[config.mk]
export PLATFORM = sky130hd
export DESIGN_NAME = pf_sr_seq
export DESIGN_NICKNAME = d
export VERILOG_FILES = /design/src/rtl/pf_sr_pkg.sv /design/src/rtl/pf_sr_arm.sv /design/src/rtl/pf_sr_timer.sv /design/src/rtl/pf_sr_fsm.sv /design/src/rtl/pf_sr_pins.sv /design/src/rtl/pf_sr_seq.sv
export SDC_FILE = /design/constraint.sdc
export NUM_CORES = 1
export LEC_CHECK = 0
export ABC_AREA = 0
export ABC_CLOCK_PERIOD_IN_PS = 3900
export BUFFER_PORTS_ARGS = -buffer_cell sky130_fd_sc_hd__buf_4
export CORE_AREA = 8 8 80 82
export CTS_CLUSTER_DIAMETER = 200
export DETAILED_ROUTE_END_ITERATION = 10
export DIE_AREA = 0 0 88 90
export HOLD_SLACK_MARGIN = 0.05
export PLACE_DENSITY = 0.66
export SETUP_SLACK_MARGIN = 0.02
export SKIP_CTS_REPAIR_TIMING = 1
export SYNTH_ARGS = -nofsm -noshare
export SYNTH_HDL_FRONTEND = slang
export SYNTH_HIERARCHICAL = 1
export SYNTH_SLANG_ARGS = --single-unit
[constraint.sdc]
create_clock -name clk_i -period 3.9 [get_ports clk_i]
set_clock_uncertainty 0.15 [all_clocks]
set_input_delay 0.975 -clock clk_i [delete_from_list [all_inputs] [get_ports clk_i]]
set_output_delay 0.975 -clock clk_i [all_outputs]
set_load 0.005 [all_outputs]
[src/rtl/pf_sr_pkg.sv]
package pf_sr_pkg;
  typedef enum logic [2:0] {
    ST_IDLE, ST_DES, ST_PRE, ST_SRE, ST_HOLD
  } seq_st_e;

  typedef struct packed {
    logic act_n;
    logic ras_n;
    logic cas_n;
    logic we_n;
    logic a10;
  } cmd_t;

  localparam cmd_t CMD_NOP = '{act_n: 1'b1, ras_n: 1'b1, cas_n: 1'b1, we_n: 1'b1, a10: 1'b0};
  localparam cmd_t CMD_PREA = '{act_n: 1'b1, ras_n: 1'b0, cas_n: 1'b1, we_n: 1'b0, a10: 1'b1};
  localparam cmd_t CMD_SRE = '{act_n: 1'b1, ras_n: 1'b0, cas_n: 1'b0, we_n: 1'b1, a10: 1'b0};
endpackage

[src/rtl/pf_sr_arm.sv]
module pf_sr_arm (
  input  logic clk_i,
  input  logic rst_ni,
  input  logic arm_i,
  input  logic trig_i,
  input  logic idle_i,
  output logic start_o
);
  logic armed_q;

  always_ff @(posedge clk_i or negedge rst_ni) begin
    if (!rst_ni)    armed_q <= 1'b0;
    else if (arm_i) armed_q <= 1'b1;
  end

  // armed must predate the trigger edge
  assign start_o = armed_q & trig_i & idle_i;
endmodule

[src/rtl/pf_sr_timer.sv]
module pf_sr_timer #(
  parameter int unsigned CNT_W = 16
) (
  input  logic             clk_i,
  input  logic             rst_ni,
  input  logic             load_i,
  input  logic [CNT_W-1:0] load_val_i,
  output logic             zero_o
);
  logic [CNT_W-1:0] cnt_q;

  always_ff @(posedge clk_i or negedge rst_ni) begin
    if (!rst_ni)             cnt_q <= '0;
    else if (load_i)         cnt_q <= load_val_i;
    else if (cnt_q != '0)    cnt_q <= cnt_q - 1'b1;
  end

  assign zero_o = (cnt_q == '0);
endmodule

[src/rtl/pf_sr_fsm.sv]
module pf_sr_fsm
  import pf_sr_pkg::*;
#(
  parameter int unsigned RFC_W   = 16,
  parameter int unsigned RP_W    = 8,
  parameter int unsigned CKSRE_W = 8,
  parameter int unsigned CNT_W   = 16
) (
  input  logic               clk_i,
  input  logic               rst_ni,
  input  logic               start_i,
  input  logic [RFC_W-1:0]   t_rfc_i,
  input  logic [RP_W-1:0]    t_rp_i,
  input  logic [CKSRE_W-1:0] t_cksre_i,
  input  logic               zero_i,
  output logic               load_o,
  output logic [CNT_W-1:0]   load_val_o,
  output seq_st_e            st_o,
  output logic               first_o
);
  seq_st_e             st_q, st_d;
  logic                first_q;
  logic [RP_W-1:0]     rp_q;
  logic [CKSRE_W-1:0]  cksre_q;

  always_comb begin
    st_d       = st_q;
    load_o     = 1'b0;
    load_val_o = '0;
    unique case (st_q)
      ST_IDLE: if (start_i) begin
        st_d = ST_DES; load_o = 1'b1; load_val_o = CNT_W'(t_rfc_i);
      end
      ST_DES: if (zero_i) begin
        st_d = ST_PRE; load_o = 1'b1; load_val_o = CNT_W'(rp_q);
      end
      ST_PRE: if (zero_i) begin
        st_d = ST_SRE; load_o = 1'b1; load_val_o = CNT_W'(cksre_q);
      end
      ST_SRE: if (zero_i) st_d = ST_HOLD;
      default: st_d = ST_HOLD;
    endcase
  end

  always_ff @(posedge clk_i or negedge rst_ni) begin
    if (!rst_ni) begin
      st_q    <= ST_IDLE;
      first_q <= 1'b0;
      rp_q    <= '0;
      cksre_q <= '0;
    end else begin
      st_q    <= st_d;
      first_q <= (st_d != st_q);
      if (st_q == ST_IDLE && start_i) begin
        rp_q    <= t_rp_i;
        cksre_q <= t_cksre_i;
      end
    end
  end

  assign st_o    = st_q;
  assign first_o = first_q;
endmodule

[src/rtl/pf_sr_pins.sv]
module pf_sr_pins
  import pf_sr_pkg::*;
#(
  parameter int unsigned NUM_RANKS = 4,
  parameter int unsigned CKE_W     = 2
) (
  input  seq_st_e              st_i,
  input  logic                 first_i,
  output logic                 drive_en_o,
  output logic                 done_o,
  output logic                 reset_n_o,
  output logic [CKE_W-1:0]     cke_o,
  output logic [NUM_RANKS-1:0] cs_n_o,
  output cmd_t                 cmd_o
);
  logic cs_act, cke_hi;

  always_comb begin
    cs_act = 1'b0;
    cke_hi = 1'b1;
    cmd_o  = CMD_NOP;
    unique case (st_i)
      ST_PRE: if (first_i) begin cs_act = 1'b1; cmd_o = CMD_PREA; end
      ST_SRE: begin
        cke_hi = 1'b0;
        if (first_i) begin cs_act = 1'b1; cmd_o = CMD_SRE; end
      end
      ST_HOLD: cke_hi = 1'b0;
      default: ;
    endcase
  end

  // broadcast: every rank group sees the same select
  for (genvar r = 0; r < NUM_RANKS; r++) begin : g_cs
    assign cs_n_o[r] = ~cs_act;
  end
  for (genvar c = 0; c < CKE_W; c++) begin : g_cke
    assign cke_o[c] = cke_hi;
  end

  assign drive_en_o = (st_i != ST_IDLE);
  assign done_o     = (st_i == ST_HOLD);
  assign reset_n_o  = (st_i != ST_HOLD);
endmodule

[src/rtl/pf_sr_seq.sv]
module pf_sr_seq
  import pf_sr_pkg::*;
#(
  parameter int unsigned RFC_W     = 16,
  parameter int unsigned RP_W      = 8,
  parameter int unsigned CKSRE_W   = 8,
  parameter int unsigned NUM_RANKS = 4,
  parameter int unsigned CKE_W     = 2
) (
  input  logic                 clk_i,
  input  logic                 rst_ni,
  input  logic                 arm_i,
  input  logic                 trig_i,
  input  logic [RFC_W-1:0]     t_rfc_i,
  input  logic [RP_W-1:0]      t_rp_i,
  input  logic [CKSRE_W-1:0]   t_cksre_i,
  output logic                 drive_en_o,
  output logic                 done_o,
  output logic                 reset_n_o,
  output logic [CKE_W-1:0]     cke_o,
  output logic [NUM_RANKS-1:0] cs_n_o,
  output logic                 act_n_o,
  output logic                 ras_n_o,
  output logic                 cas_n_o,
  output logic                 we_n_o,
  output logic                 a10_o
);
  localparam int unsigned SHORT_W = (RP_W > CKSRE_W) ? RP_W : CKSRE_W;
  localparam int unsigned CNT_W   = (RFC_W > SHORT_W) ? RFC_W : SHORT_W;

  seq_st_e          st;
  logic             first, start, load, zero;
  logic [CNT_W-1:0] load_val;
  cmd_t             cmd;

  pf_sr_arm u_arm (
    .clk_i(clk_i), .rst_ni(rst_ni), .arm_i(arm_i), .trig_i(trig_i),
    .idle_i(st == ST_IDLE), .start_o(start)
  );

  pf_sr_timer #(.CNT_W(CNT_W)) u_timer (
    .clk_i(clk_i), .rst_ni(rst_ni), .load_i(load), .load_val_i(load_val),
    .zero_o(zero)
  );

  pf_sr_fsm #(
    .RFC_W(RFC_W), .RP_W(RP_W), .CKSRE_W(CKSRE_W), .CNT_W(CNT_W)
  ) u_fsm (
    .clk_i(clk_i), .rst_ni(rst_ni), .start_i(start),
    .t_rfc_i(t_rfc_i), .t_rp_i(t_rp_i), .t_cksre_i(t_cksre_i),
    .zero_i(zero), .load_o(load), .load_val_o(load_val),
    .st_o(st), .first_o(first)
  );

  pf_sr_pins #(.NUM_RANKS(NUM_RANKS), .CKE_W(CKE_W)) u_pins (
    .st_i(st), .first_i(first), .drive_en_o(drive_en_o), .done_o(done_o),
    .reset_n_o(reset_n_o), .cke_o(cke_o), .cs_n_o(cs_n_o), .cmd_o(cmd)
  );

  assign act_n_o = cmd.act_n;
  assign ras_n_o = cmd.ras_n;
  assign cas_n_o = cmd.cas_n;
  assign we_n_o  = cmd.we_n;
  assign a10_o   = cmd.a10;
endmodule

==> metrics, run 1 <==
Die W 88 um; switching power 145 uW; worst-margin pin slew 0.733 ns; largest stage delay on the critical path 0.42 ns; Synthesis Warnings 6; Detailed Route Iter0 Violations 131; min-delay src u_arm/armed_q; CTS Root Cell clkbuf_8; Leak Pwr 0.00123 uW; crit path kind reg -> reg; Core Area 5240 um^2; setup TNS 0 ns; Syn Inst Count 206; Post-Syn Area per Cell 10.8 um^2; IO Count 50; row count 27; Synthesized Nets 243; H-tree depth 2; Place WS 0.658 ns; CP required 3.98 ns; setup ws final 0.627 ns; fin crit share 83.9%; pwr dens 252 nW/um^2; Hold Path Depth 1; Residual DRC 0; Buf/Inv on CP 3; Worst Hold End u_arm/armed_q; post-synthesis sequential area ratio 41.6%; vias 1639; Pins Over Slew Limit 0; gr usage total 12.3%; EDFF count, synth 0; CTS Sinks 37; Top Family by Delay on Critical Path simple AND/OR/NAND/NOR gates; Post-DP Area 2580 um^2; Hold Vio Cnt, Final 0; gr ovfl total 0; Yosys cell types 59; clock power share 38.1%; top_reg_cell synth dfrtp_1; internal power 529 uW; vias per cell 5.12; placed cells 312; Max-Cap Viols 0; pin count of the biggest net entering global routing 38; DRT Wirelength 4460 um; Net Sw Frac 21.5%; Pre-antenna DRT Iters 4; CTS Buffer Depth 2; R2R setup slack 0.63 ns; Reg2Reg Capture Point u_timer/cnt_q[9]; global-route wire length before repair 7840 um; commonest non-fill, non-tap cell in the layout buf_4; Synth area leader dfrtp_1; number of global-route vias before repair 1734; sequential power share 56.9%; Rel. slew slack 50.7%; post-synth top area share 41.6%; fillcell total 489; flops & latches, synth 37; starting density of the core 42.5%; FF-to-FF Start u_timer/cnt_q[0]; clock slew at reported path FFs 0.07 ns; crit-path cells inv_1 > ha_1 > nor3b_4 > nand3_2 > nor2_1 > nor4bb_1 > buf_4 > or3_1 > buf_4 > or3_1 > o211a_1; clk_lat worst skew 0.29 ns; Hold WC Path Type reg -> reg; RSZ-0062 raised after global routing no; Worst path slowest cell nor3b_4; fin cells 320; Worst Path Max Fanout 34; Routed wire per std cell 13.9 um; CP Depth 11; nets@finish 284; antenna violations before repair 0; Reg2Reg Depth 11; Synth area leaders dfrtp_1, mux2_4, a222oi_1; TritonCTS clock tree built; post-layout minimum cycle time 3.27 ns; CP Launch Type flop; Max Clk Rate 0.305 GHz; result of the run complete, no violations; Buffers on Ports 48; post-route cell area 2670 um^2; Area Growth Syn to Fin 19.9%; placed wire-length estimate 3300 um; Mapped Area 2230 um^2; antenna cell count 0; Combinational Power Share 5.0%; antenna viol nets, final 0; Die Y 90 um; final setup vio count 0; CP arrival 3.35 ns; VDD IR max 151 uV; most frequent cells in the layout buf_4, dfrtp_1, nand2_1, inv_1, nand2b_1; Crit. End Element flop; cts bufs inserted 5; Die ar. 7920 um^2; share of post-route cells with drive strength above 1 35.9%; global placement routability congestion 0.778; async set or reset register ratio after synthesis 100%
==> per-stage QoR <==
step	utilization (%)	hold slack, ns	power (uW)
floorplan	-	0.275	392
global placement	49.3	0.292	426
detailed placement	49.3	0.299	425
CTS	51.0	0.318	685
global route	51.0	0.335	705
finish	51.0	0.316	674
==> Yosys cell counts, types with 2 or more instances <==
library cell	n
nand4b_1	2
xnor2_1	8
a221o_1	2
nor3_1	4
a222oi_1	8
clkbuf_1	3
buf_6	2
nand3_1	3
buf_4	6
and2_1	8
nor2b_1	3
nand3b_1	2
buf_2	5
or3_1	3
or2_1	2
nand2_1	12
o21ai_0	5
nand2b_1	11
dfrtp_1	37
o31a_1	2
nor4_2	2
mux2_2	5
nor2_1	7
nand4_1	2
a21oi_1	4
o211a_1	6
inv_1	11
mux2_4	10
==> kinds of logic after synthesis <==
group | count (synthesis) | synth area share [%]
AO/OA/AOI/OAI | 35 | 12.8
XOR/XNOR | 9 | 3.54
adder cells (fa/ha/maj) | 1 | 0.562
buffers and inverters | 29 | 7.42
flip-flops | 37 | 41.6
multiplexers | 17 | 10.2
other | 1 | 0.168
AND/OR/NAND/NOR | 77 | 23.7
==> flip-flops by register name (all words and copies together), names as in the netlist <==
name / cells
u_arm/armed_q: 1
u_fsm/first_o: 1
u_fsm/cksre_q: 8
u_timer/cnt_q: 16
u_fsm/rp_q: 8
u_fsm/st_o: 3
==> routing by layer <==
metal	global-route usage [%]	up-vias	routed length, um
met3	4.28	7	298
met2	19.5	41	2080
li1	-	820	-
met1	14.7	771	2020
met4	4.73	0	70
met5	0	-	0
==> worst max-delay path by stage <==
stage / slack, ns / end / startpoint
2_1_floorplan: 0.91 / u_timer/cnt_q[6] / u_timer/cnt_q[0]
3_3_place_gp: 0.78 / u_timer/cnt_q[13] / u_timer/cnt_q[0]
3_5_place_dp: 0.66 / u_timer/cnt_q[9] / u_timer/cnt_q[0]
4_1_cts: 0.61 / u_timer/cnt_q[9] / u_timer/cnt_q[0]
5_1_grt: 0.24 / u_timer/cnt_q[11] / u_timer/cnt_q[0]
6_report: 0.63 / u_timer/cnt_q[9] / u_timer/cnt_q[0]
==> cell type report <==
type                    count  area (um^2)  area share (%)
clock buffers               5         68.8            2.58
flip-flops and latches     37          926            34.7
inverters                  11         41.3            1.55
repair buffers             52          390            14.6
clock inverters             3         17.5           0.656
well taps                  72         90.1            3.38
multi-input cells         140         1130            42.5
==> power by group through the flow <==
stage / combinational (uW) / sequential, uW / clock (uW)
final: 33.4 / 383 / 257
after global routing: 37.2 / 383 / 284
after CTS: 34.6 / 383 / 267
after detailed placement: 34.5 / 391 / 0
after global placement: 34.7 / 391 / 0
after floorplan: 1.30 / 391 / 0
No activity file was read; power rests on OpenSTA's default activity.
==> run 2: changes to the inputs <==
Settings changed: ABC_CLOCK_PERIOD_IN_PS 3900 to 3200.
Clock period 3.9 ns to 3.2 ns, I/O delays scaled along.
==> run 2 against run 1 <==
Effect of this change: via count up 2.7%; worst setup slack worse by 0.30 ns; die area unchanged; clock power grew 61%; sequential share of layout area shrank 0.86 points; first-iteration DRC count down 32%; total power rose by 37%; largest cell class unchanged.
==> metrics, run 2 (synthesis results as in run 1) <==
result of the run complete, no violations; gr ovfl total 0; most frequent cells in the layout buf_4, dfrtp_1, nand2_1, inv_1, nand2b_1; antenna cell count 0; R2R setup slack 0.33 ns; CTS Root Cell clkbuf_8; row count 27; Final Hold Slack 0.310 ns; H-tree depth 2; global placement routability congestion 0.759; Pins Over Slew Limit 0; antenna violations before repair 0; crit path kind reg -> reg; Worst Path Max Fanout 8; Die ar. 7920 um^2; Reg with most FFs u_timer/cnt_q; global-route wire length before repair 8420 um; vias 1683; Routed wire per std cell 14.4 um; clk_lat worst skew 0.29 ns; starting density of the core 42.5%; number of global-route vias before repair 1786; commonest non-fill, non-tap cell in the layout buf_4; VDD IR max 281 uV; share of post-route cells with drive strength above 1 36.8%; Rel. slew slack 52.4%; Reg2Reg Depth 10; Core Area 5240 um^2; CTS Buffer Depth 2; cts bufs inserted 5; Pre-antenna DRT Iters 4; Reg2Reg Capture Point u_timer/cnt_q[13]; antenna viol nets, final 0; vias per cell 5.18; RSZ-0062 raised after global routing no; TritonCTS clock tree built; nets@finish 289; Crit. End Element flop; gr usage total 13.0%; CTS Sinks 37; DRT Wirelength 4680 um; CP Launch Type flop; Hold WC Path Type in -> async; CP required 3.23 ns; number of flip-flops under the largest register name 16; pwr dens 337 nW/um^2; Largest regs u_timer/cnt_q: 16 flops, u_fsm/cksre_q: 8 flops, u_fsm/rp_q: 8 flops; Residual DRC 0; Max Clk Rate 0.348 GHz; Leak Pwr 0.00127 uW; FF-to-FF Start u_timer/cnt_q[0]; Hold Vio Cnt, Final 0; final setup vio count 0; setup TNS 0 ns; placed wire-length estimate 3380 um; pin count of the biggest net entering global routing 38; Area Growth Syn to Fin 22.9%; fin crit share 89.8%; IO Count 50; Buffers on Ports 48; Die Y 90 um; Die W 88 um; worst-margin pin slew 0.708 ns; Max-Cap Viols 0; post-layout minimum cycle time 2.87 ns; Detailed Route Iter0 Violations 89; CP arrival 2.90 ns; clock slew at reported path FFs 0.07 ns
run 2: cell types whose count changed in the layout (fill, tap and decap cells not counted), sizes merged:
cell and change:
buf +5, clkbuf +2, clkinv -2, bufinv +1, clkinvlp -1
run 2: layout make-up:
cell class / instances / area, um^2
inverter: 11 / 41.3
fill: 488 / 2500
tap: 72 / 90.1
multi-input combinational: 140 / 1130
clock buffer: 7 / 86.3
clock inverter: 1 / 30.0
timing repair buffer: 57 / 428
sequential: 37 / 926
run 2: worst max-delay path by stage:
stage,start,endpoint,cells past startpoint
2_1_floorplan,u_timer/cnt_q[0],u_timer/cnt_q[6],11
3_3_place_gp,u_timer/cnt_q[0],u_timer/cnt_q[13],10
3_5_place_dp,u_timer/cnt_q[0],u_timer/cnt_q[13],10
4_1_cts,u_timer/cnt_q[0],u_timer/cnt_q[13],10
5_1_grt,u_timer/cnt_q[0],u_timer/cnt_q[13],10
6_report,u_timer/cnt_q[0],u_timer/cnt_q[13],10
run 2: critical path, cell delays in order, from the launching register on:
cell and delay (ns):
dfrtp_1 0.40, inv_1 0.08, ha_1 0.23, nor3b_4 0.16
nand3_2 0.12, nor2_1 0.06, buf_4 0.15, and4bb_2 0.23
or3_1 0.47, or3_1 0.53, o211a_1 0.17
run 2: layer usage:
layer / up-vias / track usage (%) / routed length, um
li1: 827 / - / -
met1: 810 / 16.3 / 2050
met2: 40 / 20.2 / 2300
met3: 6 / 4.28 / 254
met4: 0 / 4.73 / 68
met5: - / 0 / 0
run 2: report_power, final:
part	internal, uW	switching, uW	leakage [uW]
sequential	467	0.0000000000000100	0.000477
combinational	26.9	14.5	0.000736
clock	254	159	0.0000585
total	748	173	0.00127
run 2: through the flow:
step	setup WS (ns)	total power [uW]	instance area (um^2)	instances	utilization, %
after detailed placement	0.339	519	2620	317	50.0
after global placement	0.381	519	2620	317	50.0
after CTS	0.321	938	2740	325	52.3
after floorplan	0.214	478	2230	206	-
after global routing	0.191	962	2740	325	52.3
final	0.326	922	2740	325	52.3
==> run 3: changes to the inputs <==
Settings changed: BUFFER_PORTS_ARGS -buffer_cell sky130_fd_sc_hd__buf_4 to -buffer_cell sky130_fd_sc_hd__buf_2.
==> run 3 against run 2 <==
Effect of this change: global-route usage is 0.50 points lower; combinational power fell by 29%; clock power decreased by 4%.
==> metrics, run 3 (synthesis results as in run 1) <==
IO Count 50; antenna violations before repair 0; vias 1649; Pins Over Slew Limit 0; Leak Pwr 0.00121 uW; antenna cell count 0; vias per cell 5.11; number of flip-flops under the largest register name 16; starting density of the core 42.5%; final setup vio count 0; nets@finish 287; Area Growth Syn to Fin 16.6%; CTS Root Cell clkbuf_8; Hold Path Depth 1; setup TNS 0 ns; most frequent cells in the layout buf_2, dfrtp_1, nand2_1, inv_1, nand2b_1; H-tree depth 2; Rel. slew slack 44.4%; Crit. End Element flop; Die W 88 um; Pre-antenna DRT Iters 4; antenna viol nets, final 0; placed wire-length estimate 3340 um; pin count of the biggest net entering global routing 38; row count 27; Final Hold Slack 0.315 ns; global-route wire length before repair 8060 um; CTS Sinks 37; cts bufs inserted 5; clk_lat worst skew 0.29 ns; Crit. Startpoint u_timer/cnt_q[0]; Core Area 5240 um^2; Die Y 90 um; Hold Vio Cnt, Final 0; Die ar. 7920 um^2; VDD IR max 240 uV; pwr dens 345 nW/um^2; Residual DRC 0; CP required 3.22 ns; clock slew at reported path FFs 0.07 ns; TritonCTS clock tree built; DRT Wirelength 4510 um; gr usage total 12.5%; crit path to u_timer/cnt_q[10]; share of post-route cells with drive strength above 1 36.3%; Worst Path Max Fanout 16; number of global-route vias before repair 1763; worst-margin pin slew 0.834 ns; Reg with most FFs u_timer/cnt_q; FF-to-FF Start u_timer/cnt_q[0]; CP Launch Type flop; Routed wire per std cell 14.0 um; Hold WC Path Type reg -> reg; post-layout minimum cycle time 2.86 ns; Reg2Reg Depth 10; Buffers on Ports 48; min-delay src u_arm/armed_q; gr ovfl total 0; RSZ-0062 raised after global routing no; Detailed Route Iter0 Violations 73; CTS Buffer Depth 2; global placement routability congestion 0.779; Reg2Reg Capture Point u_timer/cnt_q[10]; commonest non-fill, non-tap cell in the layout buf_2; CP arrival 2.88 ns; fin crit share 89.4%; Max Clk Rate 0.350 GHz; result of the run complete, no violations; R2R setup slack 0.34 ns; Max-Cap Viols 0; Largest regs u_timer/cnt_q: 16 flops, u_fsm/cksre_q: 8 flops, u_fsm/rp_q: 8 flops; crit path kind reg -> reg; fillcell total 505
-- run 3: per-stage QoR --
| stage | instance area [um^2] | utilization, % | cells | total power, uW | setup WS (ns) |
|---|---|---|---|---|---|
| CTS | 2600 | 49.6 | 323 | 909 | 0.351 |
| finish | 2600 | 49.6 | 323 | 895 | 0.339 |
| global placement | 2480 | 47.5 | 315 | 506 | 0.513 |
| detailed placement | 2480 | 47.5 | 315 | 507 | 0.419 |
| global route | 2600 | 49.6 | 323 | 934 | 0.0344 |
| floorplan | 2230 | - | 206 | 478 | 0.214 |
-- run 3: worst min-delay path by stage --
stage / to / slack (ns)
finish: u_arm/armed_q / 0.31
global route: u_arm/armed_q / 0.35
CTS: u_arm/armed_q / 0.32
detailed placement: u_arm/armed_q / 0.31
global placement: u_arm/armed_q / 0.29
floorplan: u_arm/armed_q / 0.27
-- run 3: final cells by class --
cell class | instances | area (um^2) | share of cell area (%)
sequential | 37 | 926 | 35.7
clock buffer | 6 | 72.6 | 2.80
inverter | 11 | 41.3 | 1.59
multi-input combinational | 140 | 1130 | 43.7
timing repair buffer | 55 | 293 | 11.3
clock inverter | 2 | 38.8 | 1.49
tap | 72 | 90.1 | 3.47
-- run 3: report_power, final --
group / internal [uW] / total, uW / switching, uW
sequential: 467 / 467 / 0.0000000000000115
combinational: 15.0 / 29.2 / 14.2
clock: 234 / 398 / 165
-- run 3: worst max-delay path, stage by stage (launching register included) --
cell and delay (ns):
dfrtp_1 0.42, inv_1 0.10, ha_1 0.20, nor3b_4 0.22, nand3_2 0.15, nor2_1 0.36, nor4bb_1 0.34, or3_1 0.22
buf_4 0.21, nor2b_1 0.06, a221o_1 0.32
-- run 3: routing by layer --
metal  track usage [%]  vias to the layer above  routed length, um
li1                  -                      824                  -
met1              15.0                      782               1980
met2              20.7                       37               2240
met3              3.55                        6                234
met4              4.30                        0                 65
met5                 0                        -                  0
